`src/rtl/pdom_seq.sv`:
```
module pdom_seq #(
  parameter int NDOM = 2,
  parameter int DLY_W = 8,
  parameter logic [DLY_W-1:0] DLY_INIT = 4,
  parameter logic [NDOM-1:0] PWR_INIT = '0,
  parameter logic [NDOM-1:0] HAS_ISO = '1,
  parameter logic [NDOM-1:0] HAS_RST = '1,
  parameter logic [NDOM*5-1:0] RST_IDX = {5'd18, 5'd16}
) (
  input  logic            clk,
  input  logic            rst_n,
  input  logic            bus_sel,
  input  logic            bus_wr,
  input  logic [7:0]      bus_addr,
  input  logic [31:0]     bus_wdata,
  output logic [31:0]     bus_rdata,
  input  logic [NDOM-1:0] dom_up_req,
  input  logic [NDOM-1:0] dom_down_req,
  output logic [NDOM-1:0] dom_pwr_en,
  output logic [NDOM-1:0] dom_iso_n,
  output logic [NDOM-1:0] dom_rst_n,
  output logic [31:0]     sw_rst_n
);

  localparam logic [7:0] A_DLY  = 8'h04;
  localparam logic [7:0] A_STAT = 8'h08;
  localparam logic [7:0] A_PWR  = 8'h10;
  localparam logic [7:0] A_RST  = 8'h30;
  localparam logic [7:0] A_ISO  = 8'h58;

  function automatic logic [31:0] rst_start();
    logic [31:0] v;
    v = '1;
    for (int d = 0; d < NDOM; d++)
      if (HAS_RST[d] && PWR_INIT[d]) v[RST_IDX[d*5 +: 5]] = 1'b0;
    return v;
  endfunction

  localparam logic [31:0]     RST_RV = rst_start();
  localparam logic [NDOM-1:0] ISO_RV = ~(HAS_ISO & PWR_INIT);

  logic [NDOM-1:0] pwr_q, iso_q, pwr_d, iso_d;
  logic [31:0]     rst_q, rst_d, own_rst;
  logic [DLY_W-1:0] dly_q;
  logic [NDOM-1:0] busy_q, on_q;
  logic [NDOM-1:0] pwr_set, pwr_clr, iso_set, iso_clr, rst_set, rst_clr;
  logic            wr_en;

  assign wr_en = bus_sel & bus_wr;

  for (genvar d = 0; d < NDOM; d++) begin : g_dom
    logic busy, up, on, act;
    logic [1:0] step;
    logic [DLY_W-1:0] wcnt;
    logic fire;

    assign fire = busy && (wcnt == '0);
    assign pwr_clr[d] = fire && up && step == 2'd0;
    assign pwr_set[d] = fire && !up && step == 2'd2;
    assign iso_clr[d] = fire && !up && step == 2'd0 && HAS_ISO[d];
    assign iso_set[d] = fire && up && step == 2'd2 && HAS_ISO[d];
    assign rst_clr[d] = fire && !up && step == 2'd1 && HAS_RST[d];
    assign rst_set[d] = fire && up && step == 2'd1 && HAS_RST[d];
    assign act = pwr_clr[d] | pwr_set[d] | iso_clr[d] | iso_set[d] | rst_clr[d] | rst_set[d];
    assign busy_q[d] = busy;
    assign on_q[d] = on;

    always_ff @(posedge clk or negedge rst_n) begin
      if (!rst_n) begin
        busy <= 1'b0;
        up   <= 1'b0;
        on   <= ~PWR_INIT[d];
        step <= 2'd0;
        wcnt <= '0;
      end else if (!busy) begin
        if (dom_up_req[d] || dom_down_req[d]) begin
          busy <= 1'b1;
          up   <= dom_up_req[d];
          step <= 2'd0;
          wcnt <= '0;
        end
      end else if (wcnt != '0) begin
        wcnt <= wcnt - 1'b1;
      end else if (step == 2'd2) begin
        busy <= 1'b0;
        on   <= up;
      end else begin
        step <= step + 2'd1;
        wcnt <= act ? dly_q : '0;
      end
    end

    assign dom_pwr_en[d] = ~pwr_q[d];
    assign dom_iso_n[d]  = HAS_ISO[d] ? iso_q[d] : 1'b1;
    assign dom_rst_n[d]  = HAS_RST[d] ? rst_q[RST_IDX[d*5 +: 5]] : 1'b1;


    iso_release_order_chk: assert property (@(posedge clk) disable iff (!rst_n)
      ($rose(dom_iso_n[d]) && $past(busy)) |-> (dom_pwr_en[d] && dom_rst_n[d]));

    pwr_off_order_chk: assert property (@(posedge clk) disable iff (!rst_n)
      ($fell(dom_pwr_en[d]) && $past(busy)) |->
        ((!HAS_ISO[d] || !dom_iso_n[d]) && (!HAS_RST[d] || !dom_rst_n[d])));

    dir_hold_chk: assert property (@(posedge clk) disable iff (!rst_n)
      (busy && $past(busy)) |-> $stable(up));

    done_state_chk: assert property (@(posedge clk) disable iff (!rst_n)
      $fell(busy) |-> (on == dom_pwr_en[d]));

    wait_only_busy_chk: assert property (@(posedge clk) disable iff (!rst_n)
      (wcnt != '0) |-> busy);
  end

  always_comb begin
    own_rst = '0;
    for (int d = 0; d < NDOM; d++)
      if (busy_q[d] && HAS_RST[d]) own_rst[RST_IDX[d*5 +: 5]] = 1'b1;
    pwr_d = pwr_q;
    iso_d = iso_q;
    rst_d = rst_q;
    if (wr_en && bus_addr == A_PWR) pwr_d = (bus_wdata[NDOM-1:0] & ~busy_q) | (pwr_q & busy_q);
    if (wr_en && bus_addr == A_ISO) iso_d = (bus_wdata[NDOM-1:0] & ~busy_q) | (iso_q & busy_q);
    if (wr_en && bus_addr == A_RST) rst_d = (bus_wdata & ~own_rst) | (rst_q & own_rst);
    for (int d = 0; d < NDOM; d++) begin
      if (pwr_set[d]) pwr_d[d] = 1'b1;
      if (pwr_clr[d]) pwr_d[d] = 1'b0;
      if (iso_set[d]) iso_d[d] = 1'b1;
      if (iso_clr[d]) iso_d[d] = 1'b0;
      if (rst_set[d]) rst_d[RST_IDX[d*5 +: 5]] = 1'b1;
      if (rst_clr[d]) rst_d[RST_IDX[d*5 +: 5]] = 1'b0;
    end
  end

  always_ff @(posedge clk or negedge rst_n) begin
    if (!rst_n) begin
      pwr_q <= PWR_INIT;
      iso_q <= ISO_RV;
      rst_q <= RST_RV;
      dly_q <= DLY_INIT;
    end else begin
      pwr_q <= pwr_d;
      iso_q <= iso_d;
      rst_q <= rst_d;
      if (wr_en && bus_addr == A_DLY)
        dly_q <= (bus_wdata[DLY_W-1:0] == '0) ? DLY_W'(1) : bus_wdata[DLY_W-1:0];
    end
  end

  always_comb begin
    bus_rdata = '0;
    case (bus_addr)
      A_PWR:  bus_rdata[NDOM-1:0] = pwr_q;
      A_ISO:  bus_rdata[NDOM-1:0] = iso_q;
      A_RST:  bus_rdata = rst_q;
      A_DLY:  bus_rdata[DLY_W-1:0] = dly_q;
      A_STAT: begin
        bus_rdata[NDOM-1:0] = busy_q;
        bus_rdata[8 +: NDOM] = on_q;
      end
      default: bus_rdata = '0;
    endcase
  end

  assign sw_rst_n = rst_q;

endmodule

```
`config.mk`:
```
export PLATFORM = sky130hd
export DESIGN_NAME = pdom_seq
export DESIGN_NICKNAME = d
export VERILOG_FILES = /design/src/rtl/pdom_seq.sv
export SDC_FILE = /design/constraint.sdc
export NUM_CORES = 1
export LEC_CHECK = 0
export BUFFER_PORTS_ARGS = -buffer_cell sky130_fd_sc_hd__buf_2
export CAP_MARGIN = 40
export CORE_ASPECT_RATIO = 1.25
export CORE_UTILIZATION = 33
export CTS_BUF_LIST = sky130_fd_sc_hd__clkbuf_2 sky130_fd_sc_hd__clkbuf_4 sky130_fd_sc_hd__clkbuf_8
export DETAILED_ROUTE_END_ITERATION = 16
export PLACE_DENSITY_LB_ADDON = 0.25
export SETUP_SLACK_MARGIN = 0.02
export SLEW_MARGIN = 20
export SYNTH_ARGS = -nofsm -noshare
export SYNTH_HDL_FRONTEND = slang
export SYNTH_SLANG_ARGS = --single-unit
```
`constraint.sdc`:
```
create_clock -name clk -period 1.88 [get_ports clk]
set_input_delay 0.376 -clock clk [delete_from_list [all_inputs] [get_ports clk]]
set_output_delay 0.376 -clock clk [all_outputs]
set_load 0.05 [all_outputs]
```
# Word-level counts from Yosys, hierarchy flattened
# Index checks and enable logic that the tools add are counted.
# totals
regBits,70
input_bits,48
output_inout_bits,70
wordCells,161
# op_classes
n_addsub,4
n_eq_ne,15
mux,48
bitwise_logic,27
reduce_logical,49
# ops
cell,count
2-to-1 mux 8 bit,11
AND 32 x 19 -> 32 bit,1
AND 32 bit,1
inverter 19 -> 32 bit,1
bitwise OR 32 bit,1
logical NOT 8 bit,3
logical AND 1 bit,22
2-to-1 mux 1 bit,22
2-to-1 mux 22 bit,1
2-to-1 mux 2 bit,10
2-to-1 mux 19 bit,1
nonzero test 3 bit,6
nonzero test 8 bit,2
"subtractor 8 x 1 -> 8 bit, second input constant",2
case mux 6 bit (2 select lines),1
AND reduction 3 bit,4
bitwise OR 1 bit,10
case mux 2 bit (5 select lines),1
"equality test 8 x 3 -> 1 bit, second input constant",1
"equality test 8 x 4 -> 1 bit, second input constant",1
"equality test 8 x 5 -> 1 bit, second input constant",1
"equality test 8 x 6 -> 1 bit, second input constant",1
"equality test 8 x 7 -> 1 bit, second input constant",1
"inequality test 2 bit, second input constant",4
16 further kinds,34

# Longest topological paths before layout
# Gate-level depths: netlist (run 1).
# logic_depth
ltp_word,13
depth_mapped,7

# Least setup slack after synthesis (run 1)
# No wires, ideal clock.
# synth_timing
path_type,input port to output port
from,in bus_addr[3]
to,out bus_rdata[2]
arrival_ns,1.826
t_required_ns,1.504
setup_slack_ns,-0.322
path_stages,5
cell_sequence,nor3_1 -> and3_1 -> buf_2 -> clkbuf_1 -> a22o_1
# synth_between
elab_chain_len,2
elab_cells_between_ends,3
classes_between,2 x eq/ne; 1 x mux
# synth_rtl
item,line,text
"start, declared",14,"input logic [7:0] bus_addr,"
equality test 8 x 3 -> 1 bit / equality test 8 x 6 -> 1 bit (equally long branches),152,case (bus_addr)
case mux 6 bit (2 select lines) (*),152,
"end, declared",16,"output logic [31:0] bus_rdata,"
# Mark *: on every way between the ends. The rest lies on a longest branch, timed or not.

# Worst setup path after layout (run 1)
# layout_timing
from,in bus_addr[2]
to,out bus_rdata[12]
# layout_between
elab_chain_len,2
# layout_rtl
item,line
equality test 8 x 6 -> 1 bit,152
2-to-1 mux 22 bit,152
# Every way passes these cells.

==> metrics, run 1 <==
vias in the first global route 3,909; post-synthesis cell type with the largest combined area sky130_fd_sc_hd__dfstp_2; element type at the critical path end primary output; via count normalized by instance count 5.21; CTS tree done; total of max-cap violations 0; count of unique library cells instantiated by Yosys 62; number of detailed-routing iterations run before antenna repair 4; gr usage total 20.0%; failing checks negative setup slack; Die Height 126 µm; total leakage power 2.82 nW; Worst Setup Path Type primary input to primary output; total of buffers placed on input and output ports 117; drt initial violations 142; Die Footprint 12,700 µm²; slew at the pin closest to its max-slew limit 0.399 ns; total nets after synthesis 449; tightest hold margin 0.0209 ns; register area share after synthesis 44.3%; number of failing hold endpoints at the final stage 0; number of flops mapped to enable cells by yosys 0; Final Max Slew Viols 0; maximum vdd drop 0.519 mV; global-route wire length before repair 19.6 mm; top cells by instance count after synthesis 37 x sky130_fd_sc_hd__dfstp_2, 37 x sky130_fd_sc_hd__mux2_2, 33 x sky130_fd_sc_hd__dfrtp_1; Routed WL 12.6 mm; Netlist Area Pre-Place 4060 µm²; Synth top area share 24.0%; die width 101 µm; final routed wire length divided by cell count 17.4 µm; ANT nets after route 0; Async SR Flop Fraction 100%; clock slew at reported path FFs 0.07 ns; YS warnings 0; arrival time of the worst setup path 1.55 ns; launching element type of the critical path primary input; post-layout utilization of the core 52.0%; area of placed instances 5350 µm²; cell count after synthesis 391; Post-CTS Hold Fix Bufs 0; cell-by-cell listing of the critical path buf_8 -> nor4b_4 -> and3_4 -> clkbuf_16 -> and2_4 -> buf_8; DR vias 3,791; Total Nets Final 620; slowest cell on the critical path sky130_fd_sc_hd__nor4b_4; launch point of the critical path bus_addr[2]; CP Max Fanout 12; count of state elements after synthesis 70; run status finished, violations left; layout overhead on the synthesized area 50.8%; Setup-failing EPs final 21; H-tree levels 3; final cycle utilization of the critical path 102%; largest stage delay on the critical path 0.31 ns; post-layout minimum cycle time 1.92 ns; Avg Cell Area, Syn 10.4 µm²; maximum number of pins on one net before global-route repair 71; root buffer selected by CTS sky130_fd_sc_hd__clkbuf_8; total power after layout 6.11 mW; half-perimeter wire length after detailed placement 9.28 mm; Worst path most repeated cell sky130_fd_sc_hd__buf_8; Worst slew margin 72.7%; RSZ-0062 raised after global routing yes; initial antenna violation count 0; fin area 6120 µm²; num rows 44; Skew-Pair Late Insertion Delay 0.36 ns; Inserted Clock Buffers 9; Worst Skew 0.0136 ns; upper clock frequency limit 0.520 GHz; drt drc 0; worst-case setup margin in the final layout -0.0432 ns; R2R Path Start g_dom[1].step[0]; global placer's final weighted congestion 0.865; TNS Setup -0.507 ns; initial core utilization 34.4%; power density cells 997 nW/µm²; CTS Sinks 70; count of pins on the block boundary 118; dominant register cell in the synthesized netlist sky130_fd_sc_hd__dfstp_2; required time of the worst setup path 1.50 ns; main area contributors after synthesis sky130_fd_sc_hd__dfstp_2 24%, sky130_fd_sc_hd__dfrtp_1 20%, sky130_fd_sc_hd__mux2_2 10%, sky130_fd_sc_hd__and2_1 4.0%, sky130_fd_sc_hd__o21ai_0 3.2%; number of antenna cells inserted 0; path type of the worst min-delay path primary input to async pin; placeable core region 11,800 µm²; grt ovf 0; share of layout cells above drive strength 1 60.7%; number of buffers on the longest clock path 2
## report_power, final
| part | internal (mW) | leakage (nW) | switching [mW] |
|---|---|---|---|
| clock | 0.791 | 0.115 | 0.591 |
| sequential | 1.85 | 0.775 | 0.360 |
| combinational | 1.16 | 1.93 | 1.35 |
## timing repair
action | CTS | global route
gates resized for setup | 103 | 27
hold endpoints to repair | 0 | 0
endpoints found under the setup margin | 37 | 46
buffers inserted | 4 | 10
gates cloned | 0 | 1
pin swaps | 5 | 11
## logic make-up (layout without fill, tap and decap cells)
kind of cell / count (synthesis) / count (layout) / share of synthesized area [%]
compound gates: 98 / 98 / 17.0
xor+xnor: 2 / 2 / 0.432
fa+ha+maj: 10 / 10 / 3.08
buf+inv: 39 / 215 / 3.98
flops: 70 / 70 / 44.3
mux: 45 / 45 / 12.3
simple gates: 127 / 127 / 18.9
## area by class of cell
cell class / instances / area, µm²
clock buffer: 12 / 146
clock inverter: 4 / 71.3
fill: 1089 / 5660
inverter: 21 / 82.6
multi-input combinational: 282 / 2380
sequential: 70 / 1800
tap: 161 / 201
timing repair buffer: 178 / 1440
## state kept, by name, summed over array words and instances (netlist names)
name        count
sw_rst_n       32
pwr_q           2
g_dom.step      4
dly_q           8
g_dom.on        2
g_dom.wcnt     16
dom_iso_n       2
g_dom.busy      2
g_dom.up        2
## metrics by stage
step / instances / worst slack (ns)
detailed placement: 697 / -0.295
finish: 728 / -0.0432
global route: 728 / -0.0642
floorplan: 391 / -0.000144
global placement: 697 / -0.279
CTS: 717 / -0.0330
## final timing paths
| check | endpoint | slack (ns) | cells after the start |
|---|---|---|---|
| worst max-delay path | bus_rdata[12] | -0.04 | 6 |
| worst min-delay path | g_dom[0].up | 0.02 | 2 |
| worst max register to register | g_dom[1].wcnt[4] | 0.07 | 6 |
| worst min register to register | g_dom[0].on | 0.50 | 2 |
| max in group asynchronous | sw_rst_n[30] | 1.51 | 2 |
| min in group clk | sw_rst_n[13] | 0.22 | 2 |
## layout by cell type (no fill, tap or decap), types with 3 or more instances in the layout
master	netlist	routed
sky130_fd_sc_hd__buf_2	6	80
sky130_fd_sc_hd__buf_4	2	57
sky130_fd_sc_hd__dfstp_2	37	37
sky130_fd_sc_hd__mux2_2	37	36
sky130_fd_sc_hd__dfrtp_1	33	32
sky130_fd_sc_hd__o21ai_0	26	26
sky130_fd_sc_hd__nand2_1	24	24
sky130_fd_sc_hd__buf_8	0	24
sky130_fd_sc_hd__inv_1	21	16
sky130_fd_sc_hd__and2_4	0	13
sky130_fd_sc_hd__a31oi_1	13	13
sky130_fd_sc_hd__buf_6	0	11
sky130_fd_sc_hd__and2_2	0	10
sky130_fd_sc_hd__nor3_1	11	10
sky130_fd_sc_hd__nor2_1	13	9
sky130_fd_sc_hd__clkbuf_8	0	9
sky130_fd_sc_hd__a22o_4	0	8
sky130_fd_sc_hd__nand4_1	7	7
sky130_fd_sc_hd__nand3_1	7	7
sky130_fd_sc_hd__ha_1	10	7
sky130_fd_sc_hd__mux2i_1	6	6
sky130_fd_sc_hd__a21oi_1	5	5
sky130_fd_sc_hd__buf_12	0	5
sky130_fd_sc_hd__inv_2	0	4
sky130_fd_sc_hd__a311oi_1	5	4
sky130_fd_sc_hd__a22o_1	12	4
sky130_fd_sc_hd__nor2_4	0	3
sky130_fd_sc_hd__a31o_2	3	3
sky130_fd_sc_hd__and2_1	26	3
sky130_fd_sc_hd__nand2b_1	3	3
sky130_fd_sc_hd__nor4_1	3	3
sky130_fd_sc_hd__o31ai_1	4	3
sky130_fd_sc_hd__or3_1	3	3
sky130_fd_sc_hd__o22ai_1	3	3
sky130_fd_sc_hd__nand3b_1	3	3
sky130_fd_sc_hd__clkbuf_4	0	3
## per-layer routing
layer | global-route usage (%) | vias up | wire length (µm)
li1 | - | 1803 | -
met1 | 22.8 | 1890 | 5050
met2 | 35.7 | 72 | 6890
met3 | 3.50 | 26 | 356
met4 | 9.04 | 0 | 342
met5 | 0 | - | 0
## worst max-delay path: cells and delay by family
family / cells / cell delay [ns]
buffers and inverters: 3 / 0.42
AND/OR/NAND/NOR: 3 / 0.75
Power figures use the tool's default switching activity.
==> run 2, diff against run 1 <==
--- a/config.mk
+++ b/config.mk
@@ -5,13 +5,16 @@
 export SDC_FILE = /design/constraint.sdc
 export NUM_CORES = 1
 export LEC_CHECK = 0
+export ABC_AREA = 1
 export BUFFER_PORTS_ARGS = -buffer_cell sky130_fd_sc_hd__buf_2
 export CAP_MARGIN = 40
 export CORE_ASPECT_RATIO = 1.25
 export CORE_UTILIZATION = 33
 export CTS_BUF_LIST = sky130_fd_sc_hd__clkbuf_2 sky130_fd_sc_hd__clkbuf_4 sky130_fd_sc_hd__clkbuf_8
 export DETAILED_ROUTE_END_ITERATION = 16
+export HOLD_SLACK_MARGIN = 0.05
 export PLACE_DENSITY_LB_ADDON = 0.25
+export REMOVE_ABC_BUFFERS = 1
 export SETUP_SLACK_MARGIN = 0.02
 export SLEW_MARGIN = 20
 export SYNTH_ARGS = -nofsm -noshare
==> run 2 against run 1 <==
The run still ends with negative setup slack left; area after synthesis about the same; worst setup slack worse by 0.020 ns; register-to-register slack better by 0.13 ns; via count up 3.2%; synthesized cell count up 40%; first-iteration DRC count up 20%; critical path type unchanged.
==> metrics, run 2 <==
failing checks negative setup slack; top cells by instance count after synthesis 161 x sky130_fd_sc_hd__nand2_1, 74 x sky130_fd_sc_hd__inv_1, 59 x sky130_fd_sc_hd__nor2_1; initial antenna violation count 0; YS warnings 0; Final Max Slew Viols 0; dominant register cell in the synthesized netlist sky130_fd_sc_hd__dfstp_2; count of pins on the block boundary 118; Die Footprint 12,800 µm²; drt drc 0; post-synthesis cell type with the largest combined area sky130_fd_sc_hd__dfstp_2; final cycle utilization of the critical path 103%; number of antenna cells inserted 0; R2R Path Start g_dom[0].wcnt[0]; layout overhead on the synthesized area 38.7%; most common cell after layout, fill and taps aside sky130_fd_sc_hd__nand2_1; required time of the worst setup path 1.50 ns; worst-case setup margin in the final layout -0.0635 ns; commonest non-fill, non-tap cells in the layout 155 x sky130_fd_sc_hd__nand2_1, 82 x sky130_fd_sc_hd__buf_2, 65 x sky130_fd_sc_hd__inv_1; global-route wire length before repair 17.3 mm; Netlist Area Pre-Place 4060 µm²; root buffer selected by CTS sky130_fd_sc_hd__clkbuf_8; die width 101 µm; R2R Path End g_dom[0].wcnt[6]; number of detailed-routing iterations run before antenna repair 4; Worst slew margin 62.2%; fillcell total 1,187; grt ovf 0; DR vias 3,914; post-layout utilization of the core 47.8%; Total Nets Final 739; reg-to-reg setup timing slack 0.20 ns; count of unique library cells instantiated by Yosys 37; gr usage total 17.5%; number of buffers on the longest clock path 2; total power after layout 5.49 mW; maximum number of pins on one net before global-route repair 71; Inserted Clock Buffers 9; Hold Path Depth 3; slew at the pin closest to its max-slew limit 0.567 ns; FF-to-FF path depth 11; total of max-cap violations 0; CTS Sinks 70; Routed WL 11.2 mm; register area share after synthesis 44.3%; maximum vdd drop 0.428 mV; TNS Setup -0.969 ns; Skew-Pair Late Insertion Delay 0.36 ns; clock slew at reported path FFs 0.08 ns; Placement Setup Slack -0.0940 ns; Avg Cell Area, Syn 7.43 µm²; final cell count without fillers 847; count of state elements after synthesis 70; num rows 44; final routed wire length divided by cell count 13.2 µm; total leakage power 2.82 nW; half-perimeter wire length after detailed placement 8.10 mm; main area contributors after synthesis sky130_fd_sc_hd__dfstp_2 24%, sky130_fd_sc_hd__dfrtp_1 20%, sky130_fd_sc_hd__nand2_1 15%, sky130_fd_sc_hd__inv_1 6.8%, sky130_fd_sc_hd__o21ai_0 6.3%; share of layout cells above drive strength 1 39.4%; Async SR Flop Fraction 100%; critical hold path startpoint bus_wdata[8]; Hold Crit Endpoint sw_rst_n[8]; dominant cell by count in the synthesized netlist sky130_fd_sc_hd__nand2_1; Worst Setup Path Type primary input to primary output; upper clock frequency limit 0.515 GHz; Setup-failing EPs final 23; Worst Skew 0.00819 ns; arrival time of the worst setup path 1.57 ns; area taken by flip-flops and latches 1800 µm²; initial core utilization 34.5%; via count normalized by instance count 4.62; Die Height 126 µm; ANT nets after route 0; placeable core region 11,800 µm²; launch point of the critical path bus_addr[6]; CP Max Fanout 5; number of failing hold endpoints at the final stage 0; total of buffers placed on input and output ports 117; CTS tree done; drt initial violations 171; Multi-input gate area 2030 µm²; RSZ-0062 raised after global routing yes; element type at the critical path end primary output; power density cells 975 nW/µm²; placed cell count 824; launching element type of the critical path primary input; cell count after synthesis 546; global placer's final weighted congestion 0.801; vias in the first global route 3,739; post-layout minimum cycle time 1.94 ns; H-tree levels 3; Largest register FFs 32; path type of the worst min-delay path primary input to flop; number of flops mapped to enable cells by yosys 0; Synth top area share 24.0%; run status finished, violations left
[run 2: cells by family (layout without fill, tap and decap cells)]
| family | Yosys count | count (layout) | share of synthesized area, % |
|---|---|---|---|
| adder cells (fa/ha/maj) | 10 | 10 | 3.08 |
| buffers and inverters | 101 | 241 | 10.4 |
| AO/OA/AOI/OAI | 91 | 91 | 13.4 |
| XOR/XNOR | 4 | 4 | 0.863 |
| flip-flops | 70 | 70 | 44.3 |
| AND/OR/NAND/NOR | 270 | 270 | 28.0 |
[run 2: worst max-delay path, cell delays in order]
cell,delay [ns]
sky130_fd_sc_hd__buf_2,0.12
sky130_fd_sc_hd__nor2_4,0.09
sky130_fd_sc_hd__nand4_1,0.15
sky130_fd_sc_hd__nor2_2,0.23
sky130_fd_sc_hd__inv_2,0.14
sky130_fd_sc_hd__clkbuf_16,0.19
sky130_fd_sc_hd__nor2_2,0.10
sky130_fd_sc_hd__buf_6,0.16
[run 2: how the worst max path moves through the flow]
stage                     to
2_1_floorplan  bus_rdata[10]
3_3_place_gp    bus_rdata[6]
3_5_place_dp    bus_rdata[6]
4_1_cts        bus_rdata[21]
5_1_grt        bus_rdata[30]
6_report       bus_rdata[30]
[run 2: cell type report]
cell class / count / area share [%]
sequential: 70 / 31.9
timing repair buffer: 140 / 19.0
clock inverter: 3 / 0.778
tap: 161 / 3.58
inverter: 85 / 5.80
clock buffer: 13 / 2.85
multi-input combinational: 375 / 36.0
[run 2: routing by layer]
metal	track usage, %	vias up	wire length (µm)
met5	0	-	0
met4	7.50	0	214
met3	3.55	15	454
met2	31.1	90	5910
met1	19.9	1830	4590
li1	-	1979	-
[run 2: through the flow]
step | hold slack, ns | instance area [µm²]
CTS | 0.189 | 5240
detailed placement | 0.436 | 4920
floorplan | 0.0804 | 3960
global route | 0.216 | 5630
global placement | 0.434 | 4920
finish | 0.206 | 5630
[run 2: power by group]
group / switching, mW / total [mW] / internal (mW)
clock: 0.590 / 1.28 / 0.695
sequential: 0.312 / 2.21 / 1.89
combinational: 1.32 / 2.00 / 0.682
total: 2.22 / 5.49 / 3.27
[run 2: what timing repair did]
action / 4_1_cts / 5_1_grt
hold endpoints to repair: 3 / 0
pin swaps: 3 / 13
setup buffers: 0 / 3
hold buffers: 1 / 0
gates resized for setup: 40 / 94
endpoints found under the setup margin: 32 / 38
cloned: 0 / 3
==> run 3, diff against run 2 <==
--- a/config.mk
+++ b/config.mk
@@ -5,7 +5,6 @@
 export SDC_FILE = /design/constraint.sdc
 export NUM_CORES = 1
 export LEC_CHECK = 0
-export ABC_AREA = 1
 export BUFFER_PORTS_ARGS = -buffer_cell sky130_fd_sc_hd__buf_2
 export CAP_MARGIN = 40
 export CORE_ASPECT_RATIO = 1.25
==> run 3 against run 2 <==
The run still ends with negative setup slack left; clock skew grew 0.0014 ns; via count shrank 3.1%; sequential cell count is the same; cell area grew 3.0%; register-to-register slack lost 0.11 ns; sequential share of layout area shrank 0.92 points; combinational power grew 28%; power grew 6.3%; global-route usage grew 1.2 points; critical path depth shrank 2; clock power shrank 13%; non-clock buffer count grew 34; critical endpoint is now bus_rdata[2]; largest cell class unchanged; highest routed layer unchanged.
==> metrics, run 3 (same netlist as run 1, synthesis figures left out) <==
run status finished, violations left; failing checks negative setup slack; placed cell count 701; global-route wire length before repair 18.4 mm; Setup-failing EPs final 32; maximum vdd drop 0.637 mV; post-layout minimum cycle time 1.98 ns; Worst Skew 0.00958 ns; RSZ-0062 raised after global routing yes; number of failing hold endpoints at the final stage 0; Buffers & Inverters on Critical Path 3; Worst slew margin 68.5%; Largest register FFs 32; grt ovf 0; slew at the pin closest to its max-slew limit 0.467 ns; upper clock frequency limit 0.506 GHz; Total Nets Final 616; fin area 5800 µm²; launching element type of the critical path primary input; H-tree levels 3; count of pins on the block boundary 118; cell-by-cell listing of the critical path buf_8 -> nor4b_4 -> and3_4 -> buf_6 -> a22o_1 -> buf_6; total power after layout 5.84 mW; placeable core region 11,800 µm²; tightest hold margin 0.246 ns; CTS Sinks 70; internal cell power 3.54 mW; total of buffers placed on input and output ports 117; Final Max Slew Viols 0; proportion of total power due to net switching 39.3%; CTS tree done; share of layout cells above drive strength 1 53.6%; number of antenna cells inserted 0; number of detailed-routing iterations run before antenna repair 4; Inserted Clock Buffers 9; layout overhead on the synthesized area 42.8%; number of buffers on the longest clock path 2; commonest non-fill, non-tap cells in the layout 81 x sky130_fd_sc_hd__buf_2, 48 x sky130_fd_sc_hd__buf_4, 37 x sky130_fd_sc_hd__mux2_2, 37 x sky130_fd_sc_hd__dfstp_2, 35 x sky130_fd_sc_hd__buf_6; Die Height 126 µm; final cycle utilization of the critical path 105%; portion of total power attributed to combinational logic 43.8%; initial core utilization 34.4%; element type at the critical path end primary output; final cell count without fillers 724; path type of the worst min-delay path primary input to flop; root buffer selected by CTS sky130_fd_sc_hd__clkbuf_8; global placer's final weighted congestion 0.935; via count normalized by instance count 5.24; DR vias 3,793; proportion of power drawn by flip-flops and latches 37.0%; power density cells 1010 nW/µm²; Worst path most repeated cell sky130_fd_sc_hd__buf_6; total of max-cap violations 0; required time of the worst setup path 1.50 ns; final routed wire length divided by cell count 16.1 µm; Die Footprint 12,700 µm²; initial antenna violation count 0; worst-case setup margin in the final layout -0.0982 ns; clock network power share 19.2%; vias in the first global route 3,636; most common cell after layout, fill and taps aside sky130_fd_sc_hd__buf_2; half-perimeter wire length after detailed placement 8.56 mm; drt drc 0; TNS Setup -1.57 ns; num rows 44; arrival time of the worst setup path 1.60 ns; CP delay by family, top simple AND/OR/NAND/NOR gates; largest stage delay on the critical path 0.32 ns; die width 101 µm; drt initial violations 240; Worst Setup Path Type primary input to primary output; clock slew at reported path FFs 0.07 ns; maximum number of pins on one net before global-route repair 71; net switching power of the design 2.29 mW; gr usage total 18.7%; slowest cell on the critical path sky130_fd_sc_hd__nor4b_4; area of placed instances 5170 µm²; Skew-Pair Late Insertion Delay 0.36 ns; ANT nets after route 0; CP Max Fanout 7; total leakage power 2.68 nW; Routed WL 11.7 mm; fillcell total 1,083
run 3: cell count changes in the layout (fill, tap and decap cells not counted), sizes merged, moves of 25 or more:
cell	change
nor2	-52
nand2	-145
buf	+36
mux2	+39
o21ai	-30
and2	+25
inv	-62
run 3: final timing paths:
| path | from | endpoint | slack, ns | cells after the start |
|---|---|---|---|---|
| worst min-delay path | bus_wdata[14] | sw_rst_n[14] | 0.25 | 2 |
| worst max-delay path | bus_addr[6] | bus_rdata[2] | -0.1 | 6 |
| worst max register to register | g_dom[1].step[0] | g_dom[1].wcnt[4] | 0.09 | 6 |
| min in group asynchronous | rst_n | g_dom[0].up | 0.55 | 3 |
| worst min register to register | g_dom[0].on | g_dom[0].on | 0.48 | 2 |
| max in group asynchronous | rst_n | sw_rst_n[3] | 0.95 | 3 |
run 3: metrics by stage:
step	util, %	setup WS (ns)
global placement	43.9	-0.228
finish	49.2	-0.0982
global route	49.2	-0.0930
floorplan	-	-0.773
CTS	48.2	-0.0715
detailed placement	43.9	-0.254
run 3: final cells by class:
cell class	count	area, µm²	area share [%]
Sequential cell	70	1800	31.0
Timing Repair Buffer	174	1320	22.8
Inverter	21	78.8	1.36
Clock inverter	5	32.5	0.561
Clock buffer	11	145	2.50
Multi-Input combinational cell	282	2220	38.3
Tap cell	161	201	3.48
run 3: per-layer routing:
layer | wire (µm) | track usage, % | share of wire, %
met3 | 556 | 3.33 | 4.8
met5 | 0 | 0 | 0
met2 | 6180 | 33.8 | 53
met1 | 4790 | 22.0 | 41
met4 | 171 | 6.14 | 1.5
run 3: what timing repair did:
| action | 4_1_cts | 5_1_grt |
|---|---|---|
| hold buffers | 1 | 0 |
| buffers inserted | 3 | 2 |
| gates cloned | 1 | 0 |
| pin swaps | 12 | 5 |
| setup endpoints to repair | 36 | 45 |
| gates resized for setup | 87 | 31 |
| hold endpoints to repair | 13 | 0 |
run 3: power by group through the flow:
stage | registers (mW) | logic [mW] | clock network (mW)
3_5_place_dp | 2.16 | 2.35 | 0
3_3_place_gp | 2.15 | 2.29 | 0
5_1_grt | 2.21 | 2.82 | 1.22
2_1_floorplan | 2.33 | 1.25 | 0
4_1_cts | 2.14 | 2.41 | 1.18
6_report | 2.16 | 2.55 | 1.12
